[src/rtl/sigq_pkg.sv]
package sigq_pkg;

    localparam int SIG_W = 3;
    typedef logic [SIG_W-1:0] sig_t;

    // external and internal input codes
    localparam sig_t SIG_START  = 3'd1;
    localparam sig_t SIG_GO     = 3'd2;
    localparam sig_t SIG_DONE   = 3'd3;
    localparam sig_t SIG_ABORT  = 3'd4;
    localparam sig_t SIG_EXPIRE = 3'd7;

    // result codes
    localparam sig_t RES_ACK     = 3'd1;
    localparam sig_t RES_BUSY    = 3'd2;
    localparam sig_t RES_FINISH  = 3'd3;
    localparam sig_t RES_ABORTED = 3'd4;

    typedef enum logic [1:0] {
        ST_IDLE  = 2'd0,
        ST_READY = 2'd1,
        ST_WAIT  = 2'd2,
        ST_LATE  = 2'd3
    } st_t;

    typedef enum logic [1:0] {
        TA_NONE  = 2'd0,
        TA_START = 2'd1,
        TA_STOP  = 2'd2
    } tact_t;

    typedef struct packed {
        logic  hit;
        st_t   nxt;
        logic  emit;
        sig_t  res;
        tact_t tact;
    } xition_t;

    function automatic xition_t mk_hit(st_t n, logic e, sig_t r, tact_t t);
        xition_t x;
        x.hit  = 1'b1;
        x.nxt  = n;
        x.emit = e;
        x.res  = r;
        x.tact = t;
        return x;
    endfunction

    // transition table held as logic
    function automatic xition_t lookup(st_t s, sig_t g);
        xition_t x;
        x.hit  = 1'b0;
        x.nxt  = s;
        x.emit = 1'b0;
        x.res  = '0;
        x.tact = TA_NONE;
        case (s)
            ST_IDLE: begin
                if (g == SIG_START) x = mk_hit(ST_READY, 1'b1, RES_ACK, TA_NONE);
            end
            ST_READY: begin
                if (g == SIG_GO)         x = mk_hit(ST_WAIT, 1'b1, RES_BUSY, TA_START);
                else if (g == SIG_ABORT) x = mk_hit(ST_IDLE, 1'b1, RES_ABORTED, TA_STOP);
            end
            ST_WAIT: begin
                if (g == SIG_DONE)        x = mk_hit(ST_IDLE, 1'b1, RES_FINISH, TA_STOP);
                else if (g == SIG_EXPIRE) x = mk_hit(ST_LATE, 1'b0, '0, TA_NONE);
                else if (g == SIG_ABORT)  x = mk_hit(ST_IDLE, 1'b1, RES_ABORTED, TA_STOP);
            end
            default: begin
                if (g == SIG_DONE)       x = mk_hit(ST_IDLE, 1'b0, '0, TA_NONE);
                else if (g == SIG_ABORT) x = mk_hit(ST_IDLE, 1'b1, RES_ABORTED, TA_STOP);
            end
        endcase
        return x;
    endfunction

endpackage

[src/rtl/sigq_fifo.sv]
module sigq_fifo
    import sigq_pkg::*;
#(
    parameter int DEPTH = 4
) (
    input  logic clk,
    input  logic rst,
    input  logic a_req,
    input  sig_t a_data,
    input  logic b_req,
    input  sig_t b_data,
    input  logic rd_en,
    output logic a_acc,
    output logic b_acc,
    output logic not_empty,
    output sig_t head,
    output logic ovf
);
    localparam int PW = (DEPTH > 1) ? $clog2(DEPTH) : 1;
    localparam int CW = $clog2(DEPTH + 1);
    localparam logic [CW-1:0] FULL = CW'(DEPTH);
    localparam logic [PW-1:0] LAST = PW'(DEPTH - 1);

    sig_t          mem [DEPTH];
    logic [CW-1:0] cnt;
    logic [PW-1:0] wp, rp;
    logic [PW-1:0] wp_b;

    function automatic logic [PW-1:0] adv(logic [PW-1:0] p);
        return (p == LAST) ? '0 : p + PW'(1);
    endfunction

    // room is judged on the count held at the start of the clock
    assign a_acc     = a_req && (cnt < FULL);
    assign b_acc     = b_req && (a_acc ? (cnt < FULL - CW'(1)) : (cnt < FULL));
    assign not_empty = (cnt != '0);
    assign head      = mem[rp];
    assign wp_b      = a_acc ? adv(wp) : wp;

    always_ff @(posedge clk) begin
        if (a_acc) mem[wp]   <= a_data;
        if (b_acc) mem[wp_b] <= b_data;
    end

    always_ff @(posedge clk) begin
        if (rst) begin
            cnt <= '0;
            wp  <= '0;
            rp  <= '0;
            ovf <= 1'b0;
        end else begin
            if (b_acc)      wp <= adv(wp_b);
            else if (a_acc) wp <= adv(wp);
            if (rd_en)      rp <= adv(rp);
            cnt <= cnt + CW'(a_acc) + CW'(b_acc) - CW'(rd_en);
            if (a_req && !a_acc) ovf <= 1'b1;
        end
    end


    full_reject_chk: assert property (@(posedge clk) disable iff (rst)
        (a_req && cnt == FULL) |=> ovf);


    pop_nonempty_chk: assert property (@(posedge clk) disable iff (rst)
        rd_en |-> (cnt != '0));

endmodule

[src/rtl/sigq_timer.sv]
module sigq_timer #(
    parameter int EXPIRE_CYCLES = 6
) (
    input  logic clk,
    input  logic rst,
    input  logic start,
    input  logic stop,
    input  logic taken,
    output logic pend
);
    localparam int CNT_W = $clog2(EXPIRE_CYCLES + 1);

    logic [CNT_W-1:0] cnt;
    logic             active;

    always_ff @(posedge clk) begin
        if (rst) begin
            cnt    <= '0;
            active <= 1'b0;
            pend   <= 1'b0;
        end else if (start) begin
            cnt    <= CNT_W'(EXPIRE_CYCLES);
            active <= 1'b1;
            pend   <= 1'b0;
        end else if (stop) begin
            active <= 1'b0;
            pend   <= 1'b0;
        end else begin
            if (taken) pend <= 1'b0;
            if (active) begin
                if (cnt == CNT_W'(1)) begin
                    active <= 1'b0;
                    pend   <= 1'b1;
                end else begin
                    cnt <= cnt - CNT_W'(1);
                end
            end
        end
    end


    expire_src_chk: assert property (@(posedge clk) disable iff (rst)
        $rose(pend) |-> $past(active));


    stop_cancel_chk: assert property (@(posedge clk) disable iff (rst)
        (stop && !start) |=> (!active && !pend));

endmodule

[src/rtl/sigq_step.sv]
module sigq_step
    import sigq_pkg::*;
(
    input  logic clk,
    input  logic rst,
    input  logic not_empty,
    input  sig_t head,
    input  logic out_ready,
    output logic pop,
    output logic tmr_start,
    output logic tmr_stop,
    output st_t  state,
    output logic out_valid,
    output sig_t out_sig
);
    xition_t xt;

    assign pop       = not_empty && (!out_valid || out_ready);
    assign xt        = lookup(state, head);
    assign tmr_start = pop && xt.hit && (xt.tact == TA_START);
    assign tmr_stop  = pop && xt.hit && (xt.tact == TA_STOP);

    always_ff @(posedge clk) begin
        if (rst) begin
            state     <= ST_IDLE;
            out_valid <= 1'b0;
            out_sig   <= '0;
        end else if (pop) begin
            out_valid <= xt.hit && xt.emit;
            if (xt.hit) begin
                state <= xt.nxt;
                if (xt.emit) out_sig <= xt.res;
            end
        end else if (out_ready) begin
            out_valid <= 1'b0;
        end
    end


    drop_keeps_state_chk: assert property (@(posedge clk) disable iff (rst)
        (pop && !xt.hit) |=> $stable(state));

endmodule

[src/rtl/sigq_fsm.sv]
module sigq_fsm
    import sigq_pkg::*;
#(
    parameter int DEPTH         = 4,
    parameter int EXPIRE_CYCLES = 6
) (
    input  logic             clk,
    input  logic             rst,
    input  logic             in_valid,
    input  logic [SIG_W-1:0] in_sig,
    output logic             out_valid,
    output logic [SIG_W-1:0] out_sig,
    input  logic             out_ready,
    output logic [1:0]       fsm_state,
    output logic             ovf
);
    logic a_acc, b_acc, not_empty, pop;
    logic tmr_start, tmr_stop, pend;
    sig_t head;
    st_t  state;

    sigq_fifo #(.DEPTH(DEPTH)) u_fifo (
        .clk       (clk),
        .rst       (rst),
        .a_req     (in_valid),
        .a_data    (in_sig),
        .b_req     (pend),
        .b_data    (SIG_EXPIRE),
        .rd_en     (pop),
        .a_acc     (a_acc),
        .b_acc     (b_acc),
        .not_empty (not_empty),
        .head      (head),
        .ovf       (ovf)
    );

    sigq_timer #(.EXPIRE_CYCLES(EXPIRE_CYCLES)) u_timer (
        .clk   (clk),
        .rst   (rst),
        .start (tmr_start),
        .stop  (tmr_stop),
        .taken (b_acc),
        .pend  (pend)
    );

    sigq_step u_step (
        .clk       (clk),
        .rst       (rst),
        .not_empty (not_empty),
        .head      (head),
        .out_ready (out_ready),
        .pop       (pop),
        .tmr_start (tmr_start),
        .tmr_stop  (tmr_stop),
        .state     (state),
        .out_valid (out_valid),
        .out_sig   (out_sig)
    );

    assign fsm_state = state;


    out_hold_chk: assert property (@(posedge clk) disable iff (rst)
        (out_valid && !out_ready) |=> (out_valid && $stable(out_sig)));

endmodule

[config.mk]
export PLATFORM = sky130hd
export DESIGN_NAME = sigq_fsm
export DESIGN_NICKNAME = d
export VERILOG_FILES = /design/src/rtl/sigq_pkg.sv /design/src/rtl/sigq_fifo.sv /design/src/rtl/sigq_timer.sv /design/src/rtl/sigq_step.sv /design/src/rtl/sigq_fsm.sv
export SDC_FILE = /design/constraint.sdc
export NUM_CORES = 1
export LEC_CHECK = 0
export ABC_AREA = 1
export CORE_ASPECT_RATIO = 0.8
export CORE_MARGIN = 2
export CORE_UTILIZATION = 58
export CTS_CLUSTER_DIAMETER = 50
export DETAILED_ROUTE_END_ITERATION = 8
export PLACE_DENSITY_LB_ADDON = 0.1
export SLEW_MARGIN = 10
export SYNTH_ARGS = -nofsm -noshare
export SYNTH_HDL_FRONTEND = slang
export SYNTH_HIERARCHICAL = 1
export SYNTH_SLANG_ARGS = --single-unit
[constraint.sdc]
create_clock -name clk -period 3.2 [get_ports clk]
set_input_delay 0.64 -clock clk [delete_from_list [all_inputs] [get_ports clk]]
set_output_delay 0.64 -clock clk [all_outputs]
set_load 0.02 [all_outputs]
==> flow_summary.toml, run 1 <==
[power_and_ir_drop]
totalPowerFinal_w = 0.001798
cellPowerDensity_nw_per_um2 = 757.2
ir_worst_vdd_mv = 0.5242
p_leak_nw = 1.091

[cts]
cts.path.max_buffers = 2
htreeDepth = 2
cts_hold_buf = 0
cts_tree = "done"
clock-root-buffer = "clkbuf_8"
cts_resized = 0
postCtsSetupBuffers = 0
clock_latency_ps = 280
cts-buffers-inserted = 5
cts_sinks = 33
path_clk_slew_ps = 60

[cells_and_area]
antenna_cells = 0
finish.instance_area_sq_um = 2375
fin_nets = 320
final_layout_size_suffix_gt1_share_pct = 14.05
final_cells = 341
utilization_pct = 69.37
area_delta_synth_final_pct = 15.31

[sta]
slew_viol_final = 0
setup_viol_count_final = 0
hold_viol = 0
tightest_slew_ps = 704.5
layout_worst_path_cycle_share_pct = 77.46
relSlewSlack_pct = 53.03
grt_setup_unrepaired = "false"
fmax_mhz = 403.4
fin_skew_ps = 4.749
setup-tns-final_ps = 0
fin_crit_ps = 2479

[logic_synthesis]
seq_area_frac_synth_pct = 37.91
netlist_area_sq_um = 2059
postSynthAreaPerCell_sq_um = 7.685
yosys_warnings = 6
synthCells = 268
yosysTopAreaCell = "dfxtp_1"
synth_seq_cells = 33
synth_area_leaders = "dfxtp_1 (20%), edfxtp_1 (17%), nand2_1 (9.5%), ha_1 (7.9%), inv_1 (7.3%)"
ys_types = 28
yosys.area.top_type_share_pct = 20.41

[placement]
io_buffers = 13
gp_congestion = 0.8256
placed_cells = 333
dpl.hpwl_mm = 2.805
placed_cell_area_sq_um = 2268

[setup_path]
crit_required_ps = 3350
r2r-end = "u_timer/cnt[0]$_SDFFE_PP0P_"
rrSetupSlack_ps = 750
crit_chain = "clkdlybuf4s50_1 -> inv_1 -> a21boi_4 -> ha_1 -> fa_1 -> inv_1 -> fa_1 -> inv_1 -> nor2_1"
startpoint = "out_ready"
crit_end = "u_fifo/cnt[1]$_SDFF_PP0_"
worstPathArrival_ps = 2630
r2r_cells = 13
cpPeakStageDelay_ps = 450
path_class = "in -> reg"
crit_path_end_kind = "flip-flop"
crit_fanout = 6
critPathSlowestCell = "clkdlybuf4s50_1"
crit_top_cell = "inv_1"
startpoint_type = "primary input"

[floorplanning]
die_area_sq_um = 4047
core_sq_um = 3423
io_pins = 14
initial_core_util_pct = 60.16
die_x_microns = 70.62
rows = 19
chipHeight_microns = 57.30

[worst_hold_path]
hp-class = "reg -> reg"

[route]
vias = 1628
wirelength_mm = 3.653
drtAntennaViolNets = 0
viasPerCell = 4.774
drt-wirelength-per-cell_microns = 10.71
drtPass1Iterations = 4
first_iter_violations = 77
remaining_drc_errors = 0

[run_status]
status = "finished clean"

[global_routing]
track_usage_pct = 19.85
grt_pass1_vias = 1433
overflow = 0
antenna_found_initial = 0
grt_max_degree = 15
grt_pass1_wl_mm = 6.210

[job]
maxCapViolations = 0
==> final cells by class <==
cell class,instances,area (sq um)
sequential,33,780.7
clock inverter,2,33.78
fill,294,1049
tap,42,52.55
clock buffer,6,72.57
multi-input combinational,197,1121
inverter,47,176.4
timing repair buffer,14,137.6
==> placed cells by master, fill, tap and decap left out, drive strengths merged, types with 8 or more instances in the layout <==
cell	count
conb	12
edfxtp	12
a21oi	8
nor2	41
ha	13
o21ai	28
dfxtp	21
clkdlybuf4s50	13
inv	47
nand3	15
nand2	65
==> per-layer routing <==
layer  GRT usage [%]  vias to the layer above  part of all wire, %
met5               0                        -                    0
met4           6.739                        0                  1.4
met3           5.477                        7                  4.5
met2           29.38                       28                   41
met1           28.36                      694                   53
li1                -                      899                    -
==> power breakdown <==
| group | switching [W] | leakage [nW] | internal, W |
|---|---|---|---|
| sequential | 0.0000658 | 0.281 | 0.000522 |
| combinational | 0.000524 | 0.757 | 0.000311 |
| clock | 0.000146 | 0.0528 | 0.000230 |
| total | 0.000735 | 1.09 | 0.00106 |
==> sequential cells by signal, indices dropped and copies added (netlist names), named ones only <==
signal            cells
u_step/out_valid      1
u_step/state          2
u_timer/pend          1
u_fifo/rp             2
u_timer/cnt           3
u_timer/active        1
u_fifo/wp             2
u_fifo/mem           12
u_fifo/ovf            1
u_step/out_sig        3
u_fifo/cnt            3
==> logic make-up after synthesis <==
logic type / count (synthesis) / synth area share [%]
simple gates: 128 / 30.56
buf+inv: 49 / 9.660
compound gates: 41 / 11.42
flops: 33 / 37.91
fa+ha+maj: 15 / 9.842
xor+xnor: 1 / 0.4254
other cells: 1 / 0.1821
==> critical path, delay by kind of cell <==
| kind | cells | cell delay, ps |
|---|---|---|
| adders and majority gates | 3 | 1050 |
| buffers and inverters | 4 | 670 |
| AOI/OAI and AO/OA | 1 | 240 |
| and+or+nand+nor | 1 | 40 |
==> stage by stage <==
| stage | hold slack (ps) | worst slack, ps |
|---|---|---|
| 3_5_place_dp | 459.3 | 411.5 |
| 2_1_floorplan | 468.0 | 939.6 |
| 5_1_grt | 483.8 | 420.6 |
| 4_1_cts | 469.5 | 717.2 |
| 3_3_place_gp | 460.7 | 480.0 |
| 6_report | 473.8 | 721.2 |
==> how the worst min path moves through the flow <==
| stage | from | endpoint | cells after the start |
|---|---|---|---|
| 6_report | u_fifo/ovf$_SDFFE_PP0P_ | u_fifo/ovf$_SDFFE_PP0P_ | 2 |
| 5_1_grt | u_fifo/ovf$_SDFFE_PP0P_ | u_fifo/ovf$_SDFFE_PP0P_ | 2 |
| 4_1_cts | u_fifo/ovf$_SDFFE_PP0P_ | u_fifo/ovf$_SDFFE_PP0P_ | 2 |
| 3_5_place_dp | u_fifo/ovf$_SDFFE_PP0P_ | u_fifo/ovf$_SDFFE_PP0P_ | 2 |
| 3_3_place_gp | u_fifo/ovf$_SDFFE_PP0P_ | u_fifo/ovf$_SDFFE_PP0P_ | 2 |
| 2_1_floorplan | u_timer/cnt[0]$_SDFFE_PP0P_ | u_timer/cnt[0]$_SDFFE_PP0P_ | 2 |
==> synthesized netlist by cell type <==
cell	count
nand2_1	52
inv_1	40
nor2_1	35
o21ai_0	23
dfxtp_1	21
ha_1	13
edfxtp_1	12
nand3_1	11
nand2_2	8
a21oi_1	7
inv_2	7
nand2_4	5
nand3_2	4
o22ai_1	4
nand4_1	3
nor2_2	3
nor2_4	3
o21ai_1	3
buf_6	2
fa_1	2
nor3_1	2
o21ai_2	2
a21boi_4	1
a21oi_2	1
conb_1	1
nand3b_1	1
nand4_2	1
xnor2_1	1
(Power assumes the default switching activity.)
==> run 2: changes to the inputs <==
--- a/config.mk
+++ b/config.mk
@@ -8,7 +8,7 @@
 export ABC_AREA = 1
 export CORE_ASPECT_RATIO = 0.8
 export CORE_MARGIN = 2
-export CORE_UTILIZATION = 58
+export CORE_UTILIZATION = 53
 export CTS_CLUSTER_DIAMETER = 50
 export DETAILED_ROUTE_END_ITERATION = 8
 export PLACE_DENSITY_LB_ADDON = 0.1
==> constraint.sdc (replaced) <==
create_clock -name clk -period 2.2 [get_ports clk]
set_input_delay 0.44 -clock clk [delete_from_list [all_inputs] [get_ports clk]]
set_output_delay 0.44 -clock clk [all_outputs]
set_load 0.02 [all_outputs]
==> flow_summary.toml, run 2 (synthesized netlist as in run 1, its figures left out) <==
[run_status]
status = "finished clean"

[sta]
layout_worst_path_cycle_share_pct = 94.92
fin_crit_ps = 2088
hold_viol = 0
setup-tns-final_ps = 0
grt_setup_unrepaired = "false"
fin_skew_ps = 5.331
slew_viol_final = 0
fmax_mhz = 478.9
hold_slack_ps = 474.7
setup_viol_count_final = 0

[route]
wirelength_mm = 3.654
vias = 1683
drtPass1Iterations = 4
remaining_drc_errors = 0
drtAntennaViolNets = 0
drt-wirelength-per-cell_microns = 10.26
first_iter_violations = 127
viasPerCell = 4.728

[setup_path]
path_class = "in -> reg"
startpoint_type = "primary input"
worstPathArrival_ps = 2260
crit_required_ps = 2370
crit_fanout = 2
crit_path_end_kind = "flip-flop"

[cells_and_area]
fin_nets = 333
largest_reg_flops = 12
final_layout_size_suffix_gt1_share_pct = 20.51
final_common_cell = "nand2_1"
layout_common_cells = "nand2_1 (51), inv_1 (39), nor2_1 (34), o21ai_0 (20), dfxtp_1 (19)"
top_register = "u_fifo/mem"
area_delta_synth_final_pct = 20.53
antenna_cells = 0
finish.instance_area_sq_um = 2482

[cts]
path_clk_slew_ps = 60
cts_tree = "done"
htreeDepth = 2
clock-root-buffer = "clkbuf_8"
clock_latency_ps = 280
cts-buffers-inserted = 5
cts.path.max_buffers = 2
cts_sinks = 33

[placement]
gp_congestion = 0.8716
io_buffers = 13
placed_cell_area_sq_um = 2365
dpl.hpwl_mm = 2.842

[floorplanning]
io_pins = 14
initial_core_util_pct = 54.87
core_sq_um = 3754
die_area_sq_um = 4404
rows = 20
chipHeight_microns = 59.76
die_x_microns = 73.70

[global_routing]
antenna_found_initial = 0
track_usage_pct = 18.69
overflow = 0
grt_max_degree = 13
grt_pass1_vias = 1465
grt_pass1_wl_mm = 6.334

[job]
maxCapViolations = 0

[power_and_ir_drop]
totalPowerFinal_w = 0.002650
cellPowerDensity_nw_per_um2 = 1067
ir_worst_vdd_mv = 0.8076
p_leak_nw = 1.163

[worst_hold_path]
hp-class = "reg -> reg"
[run 2: changes by cell type in the layout (fill, tap and decap cells not counted), sizes merged]
cell / delta
dlymetal6s2s: +1
clkdlybuf4s50: -1
clkinv: +1
bufinv: -1
clkbuf: -1
buf: +13
clkinvlp: +1
[run 2: metal layers]
metal  GRT usage (%)  up-vias  share of wire, %
met3           4.216        2               2.7
met1           27.41      729                56
met2           27.42       24                41
met5               0        -                 0
met4           5.714        0              0.49
li1                -      928                 -
[run 2: worst max-delay path: stages]
cell             delay, ps
clkdlybuf4s50_1        450
inv_1                   70
a21boi_4               140
ha_1                   250
fa_1                   350
inv_1                   70
fa_1                   400
inv_1                   60
nor2_1                  40
[run 2: power breakdown]
| group | internal, W | switching [W] |
|---|---|---|
| Combinational | 0.000567 | 0.000793 |
| Sequential | 0.000763 | 0.0000903 |
| Clock | 0.000218 | 0.000218 |
| Total | 0.00155 | 0.00110 |
[run 2: final timing paths]
kind              cells past startpoint                       end                     start  slack (ps)
setup / recovery                      9  u_fifo/cnt[1]$_SDFF_PP0_                 out_ready         110
setup reg to reg                     10  u_fifo/cnt[1]$_SDFF_PP0_  u_fifo/cnt[2]$_SDFF_PP0_         150
hold / removal                        2   u_fifo/ovf$_SDFFE_PP0P_   u_fifo/ovf$_SDFFE_PP0P_         470
hold reg to reg                       2   u_fifo/ovf$_SDFFE_PP0P_   u_fifo/ovf$_SDFFE_PP0P_         470
[run 2: per-stage QoR]
| stage | setup slack (ps) | cells | util (%) |
|---|---|---|---|
| finish | 111.8 | 356 | 66.13 |
| global route | 8.900 | 356 | 66.13 |
| CTS | 37.11 | 355 | 65.30 |
| global placement | -242.5 | 347 | 63.00 |
| detailed placement | -258.5 | 347 | 63.00 |
| floorplan | 18.39 | 279 | - |
[run 2: cell type report]
class                   count  area [sq um]
well taps                  44         55.05
fillers                   351          1271
repair buffers             27         237.7
clock buffers               5         68.82
flip-flops and latches     33         783.3
multi-input cells         197          1144
inverters                  47         176.4
clock inverters             3         17.52
[run 2: repair_timing]
action	in CTS	in global routing
gates resized for setup	0	10
hold buffers	0	0
buffers inserted	0	1
setup endpoints to repair	0	5
